## config.mk

```make
export PLATFORM = sky130hd
export DESIGN_NAME = agu_top
export DESIGN_NICKNAME = d
export VERILOG_FILES = /design/src/rtl/agu_pkg.sv /design/src/rtl/agu_ea_calc.sv /design/src/rtl/agu_canon_chk.sv /design/src/rtl/agu_top.sv
export SDC_FILE = /design/constraint.sdc
export NUM_CORES = 1
export LEC_CHECK = 0
export BUFFER_PORTS_ARGS = -buffer_cell sky130_fd_sc_hd__buf_2
export CAP_MARGIN = 20
export CORE_MARGIN = 2
export CORE_UTILIZATION = 45
export CTS_CLUSTER_DIAMETER = 60
export DETAILED_ROUTE_END_ITERATION = 16
export GPL_TIMING_DRIVEN = 0
export PLACE_DENSITY = 0.7
export SYNTH_ARGS = -nofsm -noshare
export SYNTH_HDL_FRONTEND = slang
export SYNTH_SLANG_ARGS = --single-unit
```

## constraint.sdc

```tcl
create_clock -name clk_i -period 2.45 [get_ports clk_i]
set_clock_uncertainty 0.1 [all_clocks]
set_input_delay 0.3675 -clock clk_i [delete_from_list [all_inputs] [get_ports clk_i]]
set_output_delay 0.3675 -clock clk_i [all_outputs]
set_load 0.05 [all_outputs]
```

## src/rtl/agu_pkg.sv

```systemverilog
package agu_pkg;
  localparam int ADDR_W   = 64;
  localparam int NARROW16 = 16;
  localparam int NARROW32 = 32;

  typedef enum logic [1:0] {
    ASZ_16  = 2'd0,
    ASZ_32  = 2'd1,
    ASZ_64  = 2'd2,
    ASZ_64X = 2'd3
  } asize_e;
endpackage

```

## src/rtl/agu_ea_calc.sv

```systemverilog
module agu_ea_calc
  import agu_pkg::*;
#(
  parameter int AW     = ADDR_W,
  parameter int DISP_W = 32
) (
  input  logic [AW-1:0] base_i,
  input  logic [AW-1:0] index_i,
  input  logic          index_en_i,
  input  logic [1:0]    scale_i,
  input  logic [AW-1:0] disp_i,
  input  logic          disp_wide_i,
  input  logic [1:0]    asize_i,
  output logic [AW-1:0] ea_o
);
  localparam int EXT_W = AW - DISP_W;

  logic [AW-1:0] disp_ext;
  logic [AW-1:0] idx_term;
  logic [AW-1:0] raw_sum;

  always_comb begin
    disp_ext = disp_wide_i ? disp_i
                           : {{EXT_W{disp_i[DISP_W-1]}}, disp_i[DISP_W-1:0]};
    idx_term = index_en_i ? (index_i << scale_i) : '0;
    raw_sum  = base_i + idx_term + disp_ext;
  end

  // truncate to active size, then zero-extend; carries past the width drop
  always_comb begin
    unique case (asize_e'(asize_i))
      ASZ_16:  ea_o = {{(AW-NARROW16){1'b0}}, raw_sum[NARROW16-1:0]};
      ASZ_32:  ea_o = {{(AW-NARROW32){1'b0}}, raw_sum[NARROW32-1:0]};
      default: ea_o = raw_sum;
    endcase
  end
endmodule

```

## src/rtl/agu_canon_chk.sv

```systemverilog
module agu_canon_chk #(
  parameter int AW     = 64,
  parameter int IMPL_W = 48
) (
  input  logic [AW-1:0] lin_i,
  output logic          non_canon_o
);
  generate
    if (IMPL_W >= AW) begin : g_full
      logic unused_lin;
      assign unused_lin  = ^lin_i;
      assign non_canon_o = 1'b0;
    end else begin : g_part
      localparam int TOP_W = AW - IMPL_W + 1;
      logic [TOP_W-1:0] top_bits;
      assign top_bits    = lin_i[AW-1:IMPL_W-1];
      assign non_canon_o = !((&top_bits) || (~|top_bits));
    end
  endgenerate
endmodule

```

## src/rtl/agu_top.sv

```systemverilog
module agu_top
  import agu_pkg::*;
#(
  parameter int IMPL_W = 48,
  parameter int DISP_W = 32
) (
  input  logic              clk_i,
  input  logic              rst_ni,
  input  logic              valid_i,
  input  logic [ADDR_W-1:0] base_i,
  input  logic [ADDR_W-1:0] index_i,
  input  logic              index_en_i,
  input  logic [1:0]        scale_i,
  input  logic [ADDR_W-1:0] disp_i,
  input  logic              disp_wide_i,
  input  logic [ADDR_W-1:0] seg_base_i,
  input  logic [1:0]        asize_i,
  output logic              valid_o,
  output logic [ADDR_W-1:0] ea_o,
  output logic [ADDR_W-1:0] lin_o,
  output logic              non_canon_o
);
  localparam int AW = ADDR_W;

  logic [AW-1:0] ea_d;
  logic [AW-1:0] lin_d;
  logic          nc_d;

  agu_ea_calc #(.AW(AW), .DISP_W(DISP_W)) u_ea (
    .base_i      (base_i),
    .index_i     (index_i),
    .index_en_i  (index_en_i),
    .scale_i     (scale_i),
    .disp_i      (disp_i),
    .disp_wide_i (disp_wide_i),
    .asize_i     (asize_i),
    .ea_o        (ea_d)
  );

  // segment base added in full after truncation
  assign lin_d = ea_d + seg_base_i;

  agu_canon_chk #(.AW(AW), .IMPL_W(IMPL_W)) u_canon (
    .lin_i       (lin_d),
    .non_canon_o (nc_d)
  );

  always_ff @(posedge clk_i or negedge rst_ni) begin
    if (!rst_ni) begin
      valid_o     <= 1'b0;
      ea_o        <= '0;
      lin_o       <= '0;
      non_canon_o <= 1'b0;
    end else begin
      valid_o <= valid_i;
      if (valid_i) begin
        ea_o        <= ea_d;
        lin_o       <= lin_d;
        non_canon_o <= nc_d;
      end
    end
  end

  AST_VALID_LAT: assert property (@(posedge clk_i) disable iff (!rst_ni)
    valid_i |=> valid_o);
  AST_NO_SPURIOUS: assert property (@(posedge clk_i) disable iff (!rst_ni)
    !valid_i |=> !valid_o);
  AST_HOLD_IDLE: assert property (@(posedge clk_i) disable iff (!rst_ni)
    !valid_i |=> ($stable(ea_o) && $stable(lin_o) && $stable(non_canon_o)));
  AST_SEG_ADD: assert property (@(posedge clk_i) disable iff (!rst_ni)
    valid_o |-> (lin_o == ea_o + $past(seg_base_i)));
  AST_NARROW_LOW4G: assert property (@(posedge clk_i) disable iff (!rst_ni)
    (valid_o && ($past(asize_i) < 2'd2)) |-> (ea_o[AW-1:NARROW32] == '0));
  AST_NARROW16: assert property (@(posedge clk_i) disable iff (!rst_ni)
    (valid_o && ($past(asize_i) == 2'd0)) |-> (ea_o[AW-1:NARROW16] == '0));

  generate
    if (IMPL_W < AW) begin : g_canon_ast
      AST_CANON_FLAG: assert property (@(posedge clk_i) disable iff (!rst_ni)
        (valid_o && !non_canon_o) |->
          ((lin_o[AW-1:IMPL_W-1] == '0) || (&lin_o[AW-1:IMPL_W-1])));
    end
  endgenerate
endmodule

```

==> results <==
- The tightest min-delay check is of the in2reg type.
- The startpoint type of the worst setup path is an input pin.
- Sequential cells account for 13.3% of the total power.
- Entering global routing, the biggest net connects 68 pins.
- At the end of the flow the core is filled with cells to 68.65%.
- In this run, CTS created clock tree buffers numbering 17.
- The die height is 192.3 µm.
- The arrival time at the worst endpoint is 7.26 ns.
- Summed over all layers, the routed wires come to 61.70 mm.
- Compared with the post-synthesis result, the final layout area differs by 49.42%.
- In the global route stage, overall resource usage came out at 31.63%.
- Summed over all instances, the cell type with the most area after synthesis is dfrtp_1.
- Clock-pin slew was measured on the worst setup and hold paths at 0.06 ns.
- The congestion estimate from routability-driven global placement came to 0.9440.
- The total placed instance area is 0.01929 mm².
- The checks that failed: negative setup slack.
- The worst path in the final design needs a cycle of 7.042 ns, including I/O delays and setup.
- CTS placed an instance of clkbuf_16 at the clock tree root.
- The number of global-route vias before repair is 15960.
- For this configuration, the core starts out at a cell density of 45.95%.
- After synthesis the cells add up to 0.01595 mm².
- Counting the fill cells in the layout gives 2523.
- In this run the deepest clock path goes through 2 buffers.
- The floorplan step defined a core boundary enclosing 0.03471 mm².
- The maximum fanout encountered on the critical timing path is 10.
- The detailed-routing iteration count for the pre-antenna-repair pass is 5.
- The endpoint type of the worst setup path is a flop.
- The number of warning messages in the yosys log is 0.
- For the pin with the worst max-slew slack, the measured transition is 1.030 ns.
- The most used standard cell by instance count after synthesis is nand2_1.
- The flow ran to the end, but the final reports show violations.
- The final setup violation count is 126.
- The maximum level of the CTS H-tree is 4.
- The first routing iteration left 1588 violations.
- The post-route setup TNS is -296.47 ns.
- The delay of the slowest cell on the worst path is 0.50 ns.
- The final routed DRC violation total is 0.
- The area taken by multi-input logic gates is 0.01481 mm².
- The die width is 192.3 µm.
- The top-area cell type share of the netlist area is 20.40%.
- The clock insertion delay at the later pin of the skew report is 0.44 ns.
- The tree built by TritonCTS fans out to 130 sinks.
- After synthesis the netlist holds a flip-flop and latch count of 130.
- The endpoint required time on the critical path is 2.67 ns.
- In this run the worst setup path begins at scale_i[0].
- Detailed routing inserted a total of 16680 vias.
- The initial antenna violation count came to 7.
- The synthesized netlist contains 78 unique library cells.
- The cell count after synthesis came out at 1738.
- The cell type with the highest occurrence count on the critical path is o21a_1.
- The analysis attributes to cell leakage a power of 11.05 nW.
- Measured against its own limit, the worst slew margin works out to 31.31%.
- The wire length per cell is 21.97 µm.
- In the synthesized netlist, the cells that appear most often are nand2_1 (165), a21oi_1 (141), dfrtp_1 (130).
- In this run the power density over the cells is 1169 mW/mm².
- The post-synthesis net count is 2193.
- The final hold violation count is 0.
- The post-route fraction of the period consumed by the critical path is 287.4%.
- Cell internal power was estimated by the tool at 13.60 mW.
- The number of flops mapped to enable cells by yosys is 0.
- The share of total power in combinational logic is 77.5%.
- The largest individual stage delay along the critical path comes from the cell or4_1.
- The first global-routing pass estimated 89.91 mm of wire.
- After the last flow step, the layout net total stands at 2787.
- The cell family contributing the most delay on the critical path is compound AO/OA/AOI/OAI gates.
- Counting both buffers and inverters, the worst setup path holds a total of 4.
- The number of max-slew violations in the final report is 0.
- The sequential cell area is 0.003253 mm².
- TritonCTS built the clock tree.
- Static timing analysis puts the maximum clock frequency at 142.0 MHz.
- The I/O pin count is 395.
- The per-cell via count in the routed design is 5.939.
- The share of the yosys chip area belonging to registers is 20.40%.
- In this run switching power makes up 51.18% of total power.
- The number of maximum-capacitance constraint violations is 0.
- Yosys attributes the largest share of cell area to dfrtp_1 (20%), ha_1 (9.8%), mux4_2 (8.3%), fa_1 (8.2%), mux2_2 (7.8%).
- Summing internal, switching and leakage power gives 27.85 mW.
- The switching power of the nets is 14.26 mW.
- The clock network fraction of design power is 9.2%.
- The total placed cells including tap cells is 2585.
- For this run, the leading register cell type out of synthesis is dfrtp_1.
- Setup repair after global routing could not meet its margin everywhere.
- The number of input and output port buffers inserted is 391.
- The critical path in this run is classified as in2reg.
- Once detailed placement completed, the half-perimeter wirelength came to 45.03 mm.
- The async set-reset flop share out of synthesis is 100.0%.
- The startpoint identified for the worst hold timing path is seg_base_i[0].
- After floorplanning, the core was divided into 68 placement rows.
- The share of layout cells above drive strength 1 is 53.01%.
- After layout, the worst setup slack is -4.592 ns.
- Excluding fillers, the count of instances in the completed layout stands at 2808.
- After global routing the overflow that remains totals 0.
- The mean instance size in the synthesized netlist is 9.177 µm².
- Summing all non-filler instances in the final layout gives an area of 0.02383 mm².
- The worst register-to-register path begins at ea_o[62].
- The die covers 0.03696 mm².
- IR analysis of the VDD net gives a maximum drop of 0.001113 V.
- The count of nets left with antenna violations once routing finished came out at 0.
## metrics by stage
step | worst slack [ns] | hold WS (ns)
after floorplan | -4.272 | -0.02809
after global placement | -5.485 | 0.3842
after detailed placement | -5.549 | 0.2903
after CTS | -4.490 | 0.1731
after global routing | -4.883 | 0.1908
final | -4.592 | 0.1862
## power by group through the flow
stage          Sequential [mW]  Clock [mW]  Combinational [mW]
4_1_cts                   3.69        2.59                19.8
6_report                  3.71        2.57                21.6
5_1_grt                   3.81        2.68                22.7
2_1_floorplan             7.03           0                8.57
3_3_place_gp              3.65           0                15.7
3_5_place_dp              3.70           0                15.9
## state kept, by name, indices dropped and copies added (netlist names)
register,flops
non_canon_o,1
valid_o,1
lin_o,64
ea_o,64
## worst paths after layout
path                               end  slack [ns]  cells after the start
hold / removal                lin_o[0]        0.19                      3
setup reg to reg              ea_o[62]        1.44                      2
setup / recovery           non_canon_o       -4.59                     32
min in group asynchronous     ea_o[53]        0.38                      2
max in group asynchronous     lin_o[7]        1.11                      3
hold reg to reg              lin_o[63]        0.40                      1
## area by class of cell
| type | count | area share [%] |
|---|---|---|
| Multi-Input combinational cell | 1443 | 62.13 |
| Timing Repair Buffer | 593 | 15.94 |
| Sequential cell | 130 | 13.65 |
| Tap cell | 455 | 2.389 |
| Buffer | 76 | 2.258 |
| Clock buffer | 17 | 1.785 |
| Inverter | 71 | 1.118 |
| Clock inverter | 15 | 0.6510 |
| Antenna cell | 8 | 0.08400 |
## placed cells by master (no fill, tap or decap), drive strengths merged, types with 12 or more instances in the layout
master,count
o21a,20
a31oi,19
a21o,70
nand2,165
a21oi,144
xor2,50
mux2,110
nor3,19
and3,12
dfrtp,130
xnor2,69
clkbuf,66
nor2,96
o21ai,86
o21bai,20
mux4,59
nand4,42
nand3,26
and2,86
inv,76
buf,617
nor2b,20
fa,65
ha,125
## metal layers
| metal | wire (µm) | global-route usage, % |
|---|---|---|
| met1 | 25870 | 43.10 |
| met2 | 29850 | 52.26 |
| met3 | 3667 | 2.710 |
| met4 | 2314 | 12.33 |
| met5 | 0 | 0 |
## logic make-up after synthesis
group,after synthesis,synth area share [%]
buffers and inverters,165,4.174
adder cells (fa/ha/maj),190,17.97
AO/OA/AOI/OAI,448,18.51
XOR/XNOR,119,6.535
flip-flops,130,20.40
multiplexers,176,16.54
AND/OR/NAND/NOR,510,15.88
## worst reg2reg max path, cell delays in order, from the launching register on
cell and delay [ns]:
dfrtp_1 0.40, nor2b_1 0.15, a31o_2 0.26
## repair_timing
item                                   CTS  global route
setup buffers                          170            30
endpoints found under the hold margin   64             0
pin swaps                              162            75
resized for setup                      418            99
setup endpoints to repair              126           126
hold buffers                             2             0
gates cloned                             4             0
(Power assumes the default switching activity.)
